<file path="src/rtl/trap_pkg.sv">
package trap_pkg;
   localparam int unsigned NCAUSE = 12;
   localparam int unsigned CW     = 4;

   typedef enum logic [CW-1:0] {
      C_MCHK  = 4'd0,
      C_DEBUG = 4'd1,
      C_CPIN  = 4'd2,
      C_WDOG  = 4'd3,
      C_PROG  = 4'd4,
      C_DSTOR = 4'd5,
      C_TLB   = 4'd6,
      C_SCALL = 4'd7,
      C_ALIGN = 4'd8,
      C_EXT   = 4'd9,
      C_FIT   = 4'd10,
      C_PIT   = 4'd11
   } cause_e;

   // critical class: saved into the second pair
   function automatic logic is_crit(input logic [CW-1:0] c);
      return c <= C_WDOG;
   endfunction

   // synchronous precise causes
   function automatic logic is_sync(input logic [CW-1:0] c);
      return (c >= C_PROG) && (c <= C_ALIGN);
   endfunction

   function automatic logic gated_by_ee(input logic [CW-1:0] c);
      return c >= C_EXT;
   endfunction

   function automatic logic gated_by_ce(input logic [CW-1:0] c);
      return (c == C_CPIN) || (c == C_WDOG);
   endfunction
endpackage

</file>
<file path="src/rtl/trap_arbiter.sv">
module trap_arbiter
   import trap_pkg::*;
#(
   parameter int unsigned N = NCAUSE
)(
   input  logic [N-1:0]  req_i,
   input  logic          ee_i,
   input  logic          ce_i,
   output logic          any_o,
   output logic [CW-1:0] idx_o
);
   logic [N-1:0] live;
   logic [N-1:0] grant;
   logic [N:0]   above;

   if (N > (1 << CW)) begin : g_bad_n
      $error("trap_arbiter: N exceeds cause width");
   end

   assign above[0] = 1'b0;

   for (genvar g = 0; g < N; g++) begin : g_line
      localparam logic [CW-1:0] ID = CW'(g);
      logic en;
      if (gated_by_ee(ID)) begin : g_ee
         assign en = ee_i;
      end else if (gated_by_ce(ID)) begin : g_ce
         assign en = ce_i;
      end else begin : g_free
         assign en = 1'b1;
      end
      assign live[g]    = req_i[g] & en;
      assign grant[g]   = live[g] & ~above[g];
      assign above[g+1] = above[g] | live[g];
   end

   always_comb begin
      idx_o = '0;
      for (int i = 0; i < N; i++) begin
         if (grant[i]) idx_o = idx_o | CW'(i);
      end
   end

   assign any_o = above[N];
endmodule

</file>
<file path="src/rtl/trap_vector.sv">
module trap_vector
   import trap_pkg::*;
#(
   parameter int unsigned XLEN      = 32,
   parameter int unsigned VEC_SHIFT = 8,
   parameter int unsigned VEC_MODE  = 0
)(
   input  logic [XLEN-1:0] base_i,
   input  logic [CW-1:0]   idx_i,
   output logic [XLEN-1:0] vec_o
);
   localparam int unsigned OFFW = 16;

   logic [OFFW-1:0] slot;
   logic [OFFW-1:0] off;

   if (VEC_SHIFT + CW + 1 > OFFW) begin : g_bad_shift
      $error("trap_vector: offset does not fit in 16 bits");
   end
   if (XLEN <= OFFW) begin : g_bad_xlen
      $error("trap_vector: XLEN too small");
   end

   assign slot = OFFW'(idx_i) + OFFW'(1);
   assign off  = slot << VEC_SHIFT;

   if (VEC_MODE == 0) begin : g_concat
      assign vec_o = {base_i[XLEN-1:OFFW], off};
   end else if (VEC_MODE == 1) begin : g_add
      assign vec_o = base_i + XLEN'(off);
   end else begin : g_bad_mode
      $error("trap_vector: VEC_MODE must be 0 or 1");
      assign vec_o = base_i;
   end
endmodule

</file>
<file path="src/rtl/trap_save_pair.sv">
module trap_save_pair #(
   parameter int unsigned XLEN = 32
)(
   input  logic            clk,
   input  logic            rst_n,
   input  logic            we_i,
   input  logic [XLEN-1:0] pc_i,
   input  logic [XLEN-1:0] msr_i,
   output logic [XLEN-1:0] pc_q,
   output logic [XLEN-1:0] msr_q
);
   always_ff @(posedge clk or negedge rst_n) begin
      if (!rst_n) begin
         pc_q  <= '0;
         msr_q <= '0;
      end else if (we_i) begin
         pc_q  <= pc_i;
         msr_q <= msr_i;
      end
   end
endmodule

</file>
<file path="src/rtl/trap_sequencer.sv">
module trap_sequencer
   import trap_pkg::*;
#(
   parameter int unsigned   XLEN      = 32,
   parameter int unsigned   EE_BIT    = 15,
   parameter int unsigned   CE_BIT    = 17,
   parameter int unsigned   VEC_SHIFT = 8,
   parameter int unsigned   VEC_MODE  = 0,
   parameter logic [XLEN-1:0] RESET_VEC = 32'hFFFF_FFFC
)(
   input  logic              clk,
   input  logic              rst_n,
   input  logic              sys_reset_i,
   input  logic [NCAUSE-1:0] req_i,
   input  logic [XLEN-1:0]   cur_pc_i,
   input  logic [XLEN-1:0]   next_pc_i,
   input  logic              multicycle_i,
   input  logic              rfi_i,
   input  logic              rfci_i,
   input  logic              msr_we_i,
   input  logic [XLEN-1:0]   msr_wdata_i,
   input  logic [XLEN-1:0]   vec_base_i,
   output logic [XLEN-1:0]   msr_o,
   output logic              flush_o,
   output logic [XLEN-1:0]   target_o,
   output logic              take_o,
   output logic [CW-1:0]     cause_o,
   output logic [XLEN-1:0]   nc_pc_o,
   output logic [XLEN-1:0]   nc_msr_o,
   output logic [XLEN-1:0]   cr_pc_o,
   output logic [XLEN-1:0]   cr_msr_o
);
   localparam int unsigned NPAIR = 2;
   localparam int unsigned P_NC  = 0;
   localparam int unsigned P_CR  = 1;
   localparam logic [XLEN-1:0] EE_MASK = XLEN'(1) << EE_BIT;
   localparam logic [XLEN-1:0] CE_MASK = XLEN'(1) << CE_BIT;

   if (EE_BIT >= XLEN || CE_BIT >= XLEN || EE_BIT == CE_BIT) begin : g_bad_bits
      $error("trap_sequencer: enable bit positions invalid");
   end

   logic            win_v;
   logic [CW-1:0]   win_idx;
   logic            ret_any;
   logic            take;
   logic            crit;
   logic [XLEN-1:0] save_pc;
   logic [XLEN-1:0] entry_msr;
   logic [XLEN-1:0] vec;
   logic [XLEN-1:0] msr_q;
   logic [NPAIR-1:0]           pair_we;
   logic [NPAIR-1:0][XLEN-1:0] pair_pc;
   logic [NPAIR-1:0][XLEN-1:0] pair_msr;

   trap_arbiter #(.N(NCAUSE)) i_arb (
      .req_i (req_i),
      .ee_i  (msr_q[EE_BIT]),
      .ce_i  (msr_q[CE_BIT]),
      .any_o (win_v),
      .idx_o (win_idx)
   );

   trap_vector #(.XLEN(XLEN), .VEC_SHIFT(VEC_SHIFT), .VEC_MODE(VEC_MODE)) i_vec (
      .base_i (vec_base_i),
      .idx_i  (win_idx),
      .vec_o  (vec)
   );

   assign ret_any = rfi_i | rfci_i;
   assign take    = win_v & ~sys_reset_i & ~ret_any;
   assign crit    = is_crit(win_idx);

   // resume address selection
   always_comb begin
      if (is_sync(win_idx)) begin
         save_pc = (win_idx == C_SCALL) ? next_pc_i : cur_pc_i;
      end else begin
         save_pc = multicycle_i ? cur_pc_i : next_pc_i;
      end
   end

   assign entry_msr = msr_q & ~(EE_MASK | (crit ? CE_MASK : '0));

   assign pair_we[P_NC] = take & ~crit;
   assign pair_we[P_CR] = take & crit;

   for (genvar p = 0; p < NPAIR; p++) begin : g_pair
      trap_save_pair #(.XLEN(XLEN)) i_pair (
         .clk   (clk),
         .rst_n (rst_n),
         .we_i  (pair_we[p]),
         .pc_i  (save_pc),
         .msr_i (msr_q),
         .pc_q  (pair_pc[p]),
         .msr_q (pair_msr[p])
      );
   end

   always_ff @(posedge clk or negedge rst_n) begin
      if (!rst_n) begin
         msr_q    <= '0;
         flush_o  <= 1'b0;
         target_o <= '0;
         take_o   <= 1'b0;
         cause_o  <= '0;
      end else begin
         flush_o <= sys_reset_i | ret_any | take;
         take_o  <= take;
         if (sys_reset_i) begin
            msr_q    <= '0;
            target_o <= RESET_VEC;
         end else if (rfci_i) begin
            msr_q    <= pair_msr[P_CR];
            target_o <= pair_pc[P_CR];
         end else if (rfi_i) begin
            msr_q    <= pair_msr[P_NC];
            target_o <= pair_pc[P_NC];
         end else if (take) begin
            msr_q    <= entry_msr;
            target_o <= vec;
            cause_o  <= win_idx;
         end else if (msr_we_i) begin
            msr_q    <= msr_wdata_i;
         end
      end
   end

   assign msr_o    = msr_q;
   assign nc_pc_o  = pair_pc[P_NC];
   assign nc_msr_o = pair_msr[P_NC];
   assign cr_pc_o  = pair_pc[P_CR];
   assign cr_msr_o = pair_msr[P_CR];
endmodule

</file>
<file path="config.mk">
export PLATFORM = sky130hd
export DESIGN_NAME = trap_sequencer
export DESIGN_NICKNAME = d
export VERILOG_FILES = /design/src/rtl/trap_pkg.sv /design/src/rtl/trap_arbiter.sv /design/src/rtl/trap_vector.sv /design/src/rtl/trap_save_pair.sv /design/src/rtl/trap_sequencer.sv
export SDC_FILE = /design/constraint.sdc
export NUM_CORES = 1
export LEC_CHECK = 0
export CORE_ASPECT_RATIO = 0.5
export CORE_MARGIN = 1
export CORE_UTILIZATION = 42
export CTS_CLUSTER_DIAMETER = 150
export DETAILED_ROUTE_END_ITERATION = 12
export GPL_TIMING_DRIVEN = 0
export PLACE_DENSITY = 0.83
export SYNTH_ARGS = -nofsm -noshare
export SYNTH_HDL_FRONTEND = slang
export SYNTH_SLANG_ARGS = --single-unit
</file>
<file path="constraint.sdc">
create_clock -name clk -period 2.6 [get_ports clk]
set_input_delay 0.26 -clock clk [delete_from_list [all_inputs] [get_ports clk]]
set_output_delay 0.26 -clock clk [all_outputs]
set_load 0.005 [all_outputs]
</file>
==> flow_summary.toml, run 1 <==
[outcome]
status = "finished with violations"
failed_checks = "setup timing"

[layout]
area.sequential_sq_um = 4960
fin_nets = 1533
syn_to_final_growth_pct = 51.2
multi_input_area_sq_um = 5670
fillCellCount = 1753
layout_common_cells = "clkdlybuf4s50_1 (322), dfrtp_1 (196), mux2_2 (133)"
layout-drive-gt1-share = 0.242
final_common_cell = "clkdlybuf4s50_1"
final_area_sq_um = 15800

[timing]
rsz0062_at_grt = "true"
setup_ws_ns = -0.182
finalSetupViolCount = 30
whs_ns = 0.397
skew_ns = 0.0108
slew_viol_final = 0
worst_pin_slew_ns = 0.968
period_share = 1.07
fmax_ghz = 0.359
hold_viol = 0
post-route-min-period_ns = 2.78
slew_headroom = 0.355

[logic_synthesis]
yosys_warnings = 0
syn-num-nets = 1164
synth.avg_cell_area_sq_um = 10.3
synth.top_cell.area_share = 0.475
yosys_register_bits = 198
seq_area_frac_synth = 0.475
synth_edf_count = 0
netlist_area_sq_um = 10400
synth_ff_type = "dfrtp_1"
yosysTopAreaCell = "dfrtp_1"
ys_top_cells_by_area = "dfrtp_1 (48%), mux2_2 (17%), nand2_1 (4.7%)"
async_flop_share = 1.00
synthCells = 1015
ys_types = 50

[setup_path]
worstPathCellList = "nor4b_1 -> a21oi_1 -> o21a_1 -> o41ai_4 -> buf_4 -> ha_4 -> buf_12 -> clkbuf_16 -> mux2_4 -> o22ai_4 -> a2111oi_4 -> a21o_1"
timing.rr.start = "msr_o[15]$_DFFE_PN0P_"
start_kind = "flip-flop"
worst-path-max-fanout = 6
crit_required_ns = 2.96
crit_type = "flip-flop to flip-flop"
startpoint = "msr_o[15]$_DFFE_PN0P_"
cp_slowest_cell = "dfrtp_2"
critPathArrivalTime_ns = 3.14
slowest_delay_ns = 0.45
cp-end-kind = "flip-flop"

[drt]
drt-initial-drc-count = 1146
routed_via_density = 6.13
wl_per_cell_um = 24.5
firstDrtPassIters = 6
drc = 0
postRouteWirelength_um = 42400
routed-via-count = 10616
ant_nets = 0

[clocking]
cts_buffer_depth = 2
cts_buffers = 17
cts_tree = "yes"
worstSkewPairLatency_ns = 0.47
h-tree-depth = 4
root_buffer = "clkbuf_16"
clkSinkCount = 198
path_clk_slew_ns = 0.07

[floorplanning]
die_area_sq_um = 25500
die_h_um = 113
die_w_um = 225
rows = 40
io_pins = 345
core_area_sq_um = 24200
start_util = 0.431

[worst_hold_path]
hp-class = "input pin to flip-flop"
hold_start = "rfi_i"

[place]
hpwl_um = 27600
gp_congestion = 0.878
place_area_sq_um = 14300
io_buffers = 326

[run]
drv_cap = 0

[pwr]
power.leakage_nw = 6.74
power_density_nw_per_um2 = 578
ir_drop_mv = 0.312

[global_route]
antenna_found_initial = 2
grt_pass1_wl_um = 59700
grt_pass1_vias = 10385
grt_max_degree = 123
grt_overflow = 0
grt_usage = 0.306
-- power by group --
part	internal, mW	switching [mW]	total [mW]
Sequential	3.49	0.376	3.86
Combinational	1.43	1.02	2.46
Clock	1.57	1.22	2.79
-- final cells by class --
| type | instances | share of cell area |
|---|---|---|
| tap | 336 | 0.0267 |
| multi-input combinational | 720 | 0.360 |
| timing repair buffer | 350 | 0.224 |
| buffer | 88 | 0.0348 |
| clock buffer | 20 | 0.0296 |
| antenna | 2 | 0.000318 |
| clock inverter | 9 | 0.00810 |
| inverter | 9 | 0.00214 |
| sequential | 198 | 0.315 |
-- sequential cells by signal, indices dropped and copies added (netlist names) --
signal	cells
g_pair.i_pair.msr_q	64
g_pair.i_pair.pc_q	64
msr_o	32
target_o	32
cause_o	4
flush_o	1
take_o	1
-- per-stage QoR --
step	setup WS, ns	power, mW	instances	util	setup TNS (ns)
final	-0.182	9.11	1732	0.652	-1.25
after global routing	-0.167	9.39	1732	0.652	-1.87
after CTS	0.0115	8.94	1716	0.633	0
after detailed placement	-1.15	6.13	1678	0.593	-38.70
after global placement	-6.86	6.04	1677	0.591	-1388.05
after floorplan	-0.0811	4.67	1015	-	-2.11
-- cell families after synthesis --
kind of cell | synth area share
xor+xnor | 0.000841
fa+ha+maj | 0.00240
simple gates | 0.126
compound gates | 0.142
mux | 0.211
buf+inv | 0.0423
flops | 0.475
-- critical path: cells and delay by family (launching register included) --
| kind | cells | cell delay (ns) |
|---|---|---|
| fa+ha+maj | 1 | 0.16 |
| simple gates | 1 | 0.31 |
| compound gates | 6 | 0.91 |
| buf+inv | 3 | 0.49 |
| mux | 1 | 0.35 |
| flops | 1 | 0.45 |
-- cells in the mapped netlist (all sizes together), types with 3 or more instances --
master   number
a22oi         3
a21oi        48
a221oi       12
o21a          3
inv           9
o22ai        34
mux2i        35
buf          54
a211oi        3
mux2        164
nor2        111
a21o         32
o31ai        30
nand2       130
dfrtp       198
o21ai         6
nor3         50
nor4          3
a2111oi      29
clkbuf       34
-- what timing repair did --
item                                    4_1_cts  5_1_grt
hold endpoints to repair                    121        0
buffers inserted                              6        9
hold buffers                                  1        0
pin swaps                                     3        5
gates resized for setup                      82       49
endpoints found under the setup margin       34       33
cloned                                        2        5
-- worst paths after layout --
kind	slack, ns	depth (start not counted)	end
worst max-delay path	-0.18	12	g_pair[0].i_pair.pc_q[28]$_DFFE_PN0P_
max in group asynchronous	1.17	3	msr_o[21]$_DFFE_PN0P_
min in group asynchronous	0.50	2	target_o[24]$_DFFE_PN0P_
worst max register to register	-0.18	12	g_pair[0].i_pair.pc_q[28]$_DFFE_PN0P_
worst min-delay path	0.40	3	cause_o[3]$_DFFE_PN0P_
worst min register to register	0.50	1	cause_o[2]$_DFFE_PN0P_
-- metal layers --
metal / vias up / track usage / part of all wire
met5: - / 0 / 0
met4: 0 / 0.171 / 0.058
met3: 207 / 0.0531 / 0.083
met2: 723 / 0.515 / 0.48
met1: 5282 / 0.377 / 0.37
li1: 4404 / - / -
Power figures use the tool's default switching activity.
==> run 2, diff against run 1 <==
Settings changed: GPL_TIMING_DRIVEN 0 to default, SKIP_CTS_REPAIR_TIMING from default to 1.
==> flow_summary.toml, run 2 (synthesis gave the netlist of run 1 again) <==
[global_route]
grt_max_degree = 70
grt_pass1_vias = 9950
grt_usage = 0.272
grt_pass1_wl_um = 54200
grt_overflow = 0
antenna_found_initial = 1

[floorplanning]
rows = 40
die_area_sq_um = 25500
core_area_sq_um = 24200
die_w_um = 225
start_util = 0.431
io_pins = 345
die_h_um = 113

[layout]
final_util = 0.635
layout-drive-gt1-share = 0.223
fillCellCount = 1814
layout_common_cells = "clkdlybuf4s50_1 (323), dfrtp_1 (197), mux2_2 (133)"
largestRegisters = "g_pair.i_pair.msr_q x64, g_pair.i_pair.pc_q x64"
final-instance-count-excl-fill = 1685
syn_to_final_growth_pct = 47.3
fin_nets = 1483
final_common_cell = "clkdlybuf4s50_1"

[pwr]
sequentialPowerShare = 0.430
intPower_mw = 6.45
p_total_mw = 8.95
power_density_nw_per_um2 = 583
power.switching_mw = 2.50
clkPwrFrac = 0.311
ir_drop_mv = 0.354
power.leakage_nw = 6.60
combPwrFrac = 0.259
switching_share = 0.279

[timing]
period_share = 0.973
hold_viol = 0
fmax_ghz = 0.395
post-route-min-period_ns = 2.53
whs_ns = 0.280
rsz0062_at_grt = "true"
finalSetupViolCount = 0
worst_pin_slew_ns = 0.678
slew_headroom = 0.548
skew_ns = 0.00947
slew_viol_final = 0

[clocking]
cts_buffer_depth = 2
root_buffer = "clkbuf_16"
clkSinkCount = 198
cts_buffers = 17
path_clk_slew_ns = 0.07
h-tree-depth = 4
cts_tree = "yes"
worstSkewPairLatency_ns = 0.46

[place]
io_buffers = 328
hpwl_um = 24300
dp_cells = 1647
gp_congestion = 0.933

[setup_path]
critPathArrivalTime_ns = 2.93
worst-path-max-fanout = 9
crit_required_ns = 3.00
worstRegToRegCells = 13
cp-end-kind = "flip-flop"
crit_type = "flip-flop to flip-flop"
start_kind = "flip-flop"

[drt]
drc = 0
wl_per_cell_um = 21.2
drt-initial-drc-count = 771
routed-via-count = 9746
ant_nets = 0
postRouteWirelength_um = 35700
routed_via_density = 5.78
firstDrtPassIters = 8

[run]
drv_cap = 0

[worst_hold_path]
hp-class = "input pin to flip-flop"
min_path_cells = 4

[outcome]
status = "completed"
-- run 2: metal layers --
metal	part of all wire	vias to the layer above	global-route usage	wire length, um
met5	0	-	0	0
met1	0.39	4899	0.324	14100
met3	0.049	123	0.0443	1750
met4	0.048	0	0.150	1720
met2	0.51	423	0.474	18200
li1	-	4301	-	-
-- run 2: cell type report --
cell class | count | area (sq um) | area share
antenna | 2 | 5.00 | 0.000326
clock buffer | 22 | 454 | 0.0296
clock inverter | 10 | 145 | 0.00945
inverter | 9 | 33.8 | 0.00220
multi-input combinational | 720 | 5460 | 0.355
sequential | 198 | 4960 | 0.323
tap | 336 | 420 | 0.0274
timing repair buffer | 388 | 3880 | 0.253
-- run 2: power groups by stage --
| stage | Combinational (mW) | Clock [mW] | Sequential, mW |
|---|---|---|---|
| final | 2.31 | 2.78 | 3.85 |
| after global placement | 2.17 | 0 | 3.86 |
| after floorplan | 0.823 | 0 | 3.84 |
| after global routing | 2.46 | 2.94 | 3.89 |
| after CTS | 2.26 | 2.82 | 3.84 |
| after detailed placement | 2.24 | 0 | 3.89 |
-- run 2: per-stage QoR --
step                setup WS [ns]  cell area [sq um]  TNS, ns
floorplan                 -0.0811              10600    -2.11
global placement           -0.378              14400   -10.79
detailed placement         -0.477              14400   -14.43
CTS                        -0.164              15000    -1.28
global route              -0.0630              15300   -0.335
finish                     0.0711              15400        0
-- run 2: worst paths after layout --
| check | from | end | slack, ns |
|---|---|---|---|
| worst max register to register | msr_o[17]$_DFFE_PN0P_ | g_pair[0].i_pair.pc_q[30]$_DFFE_PN0P_ | 0.07 |
| max in group asynchronous | rst_n | target_o[6]$_DFFE_PN0P_ | 1.38 |
| min in group asynchronous | rst_n | target_o[25]$_DFFE_PN0P_ | 0.39 |
| worst min-delay path | rfci_i | cause_o[3]$_DFFE_PN0P_ | 0.28 |
| worst min register to register | g_pair[0].i_pair.msr_q[18]$_DFFE_PN0P_ | g_pair[0].i_pair.msr_q[18]$_DFFE_PN0P_ | 0.50 |
| worst max-delay path | msr_o[17]$_DFFE_PN0P_ | g_pair[0].i_pair.pc_q[30]$_DFFE_PN0P_ | 0.07 |
-- run 2: worst max-delay path, cell delays in order (launching register included) --
cell and delay (ns):
dfrtp_1 0.41, buf_6 0.15, o21ai_2 0.08, buf_4 0.15, nand3_2 0.05, o21a_1 0.20, o41ai_4 0.07, inv_1 0.08
ha_1 0.21, nor3b_4 0.18, buf_6 0.15, clkbuf_16 0.17, a2111oi_1 0.44, a21o_1 0.13
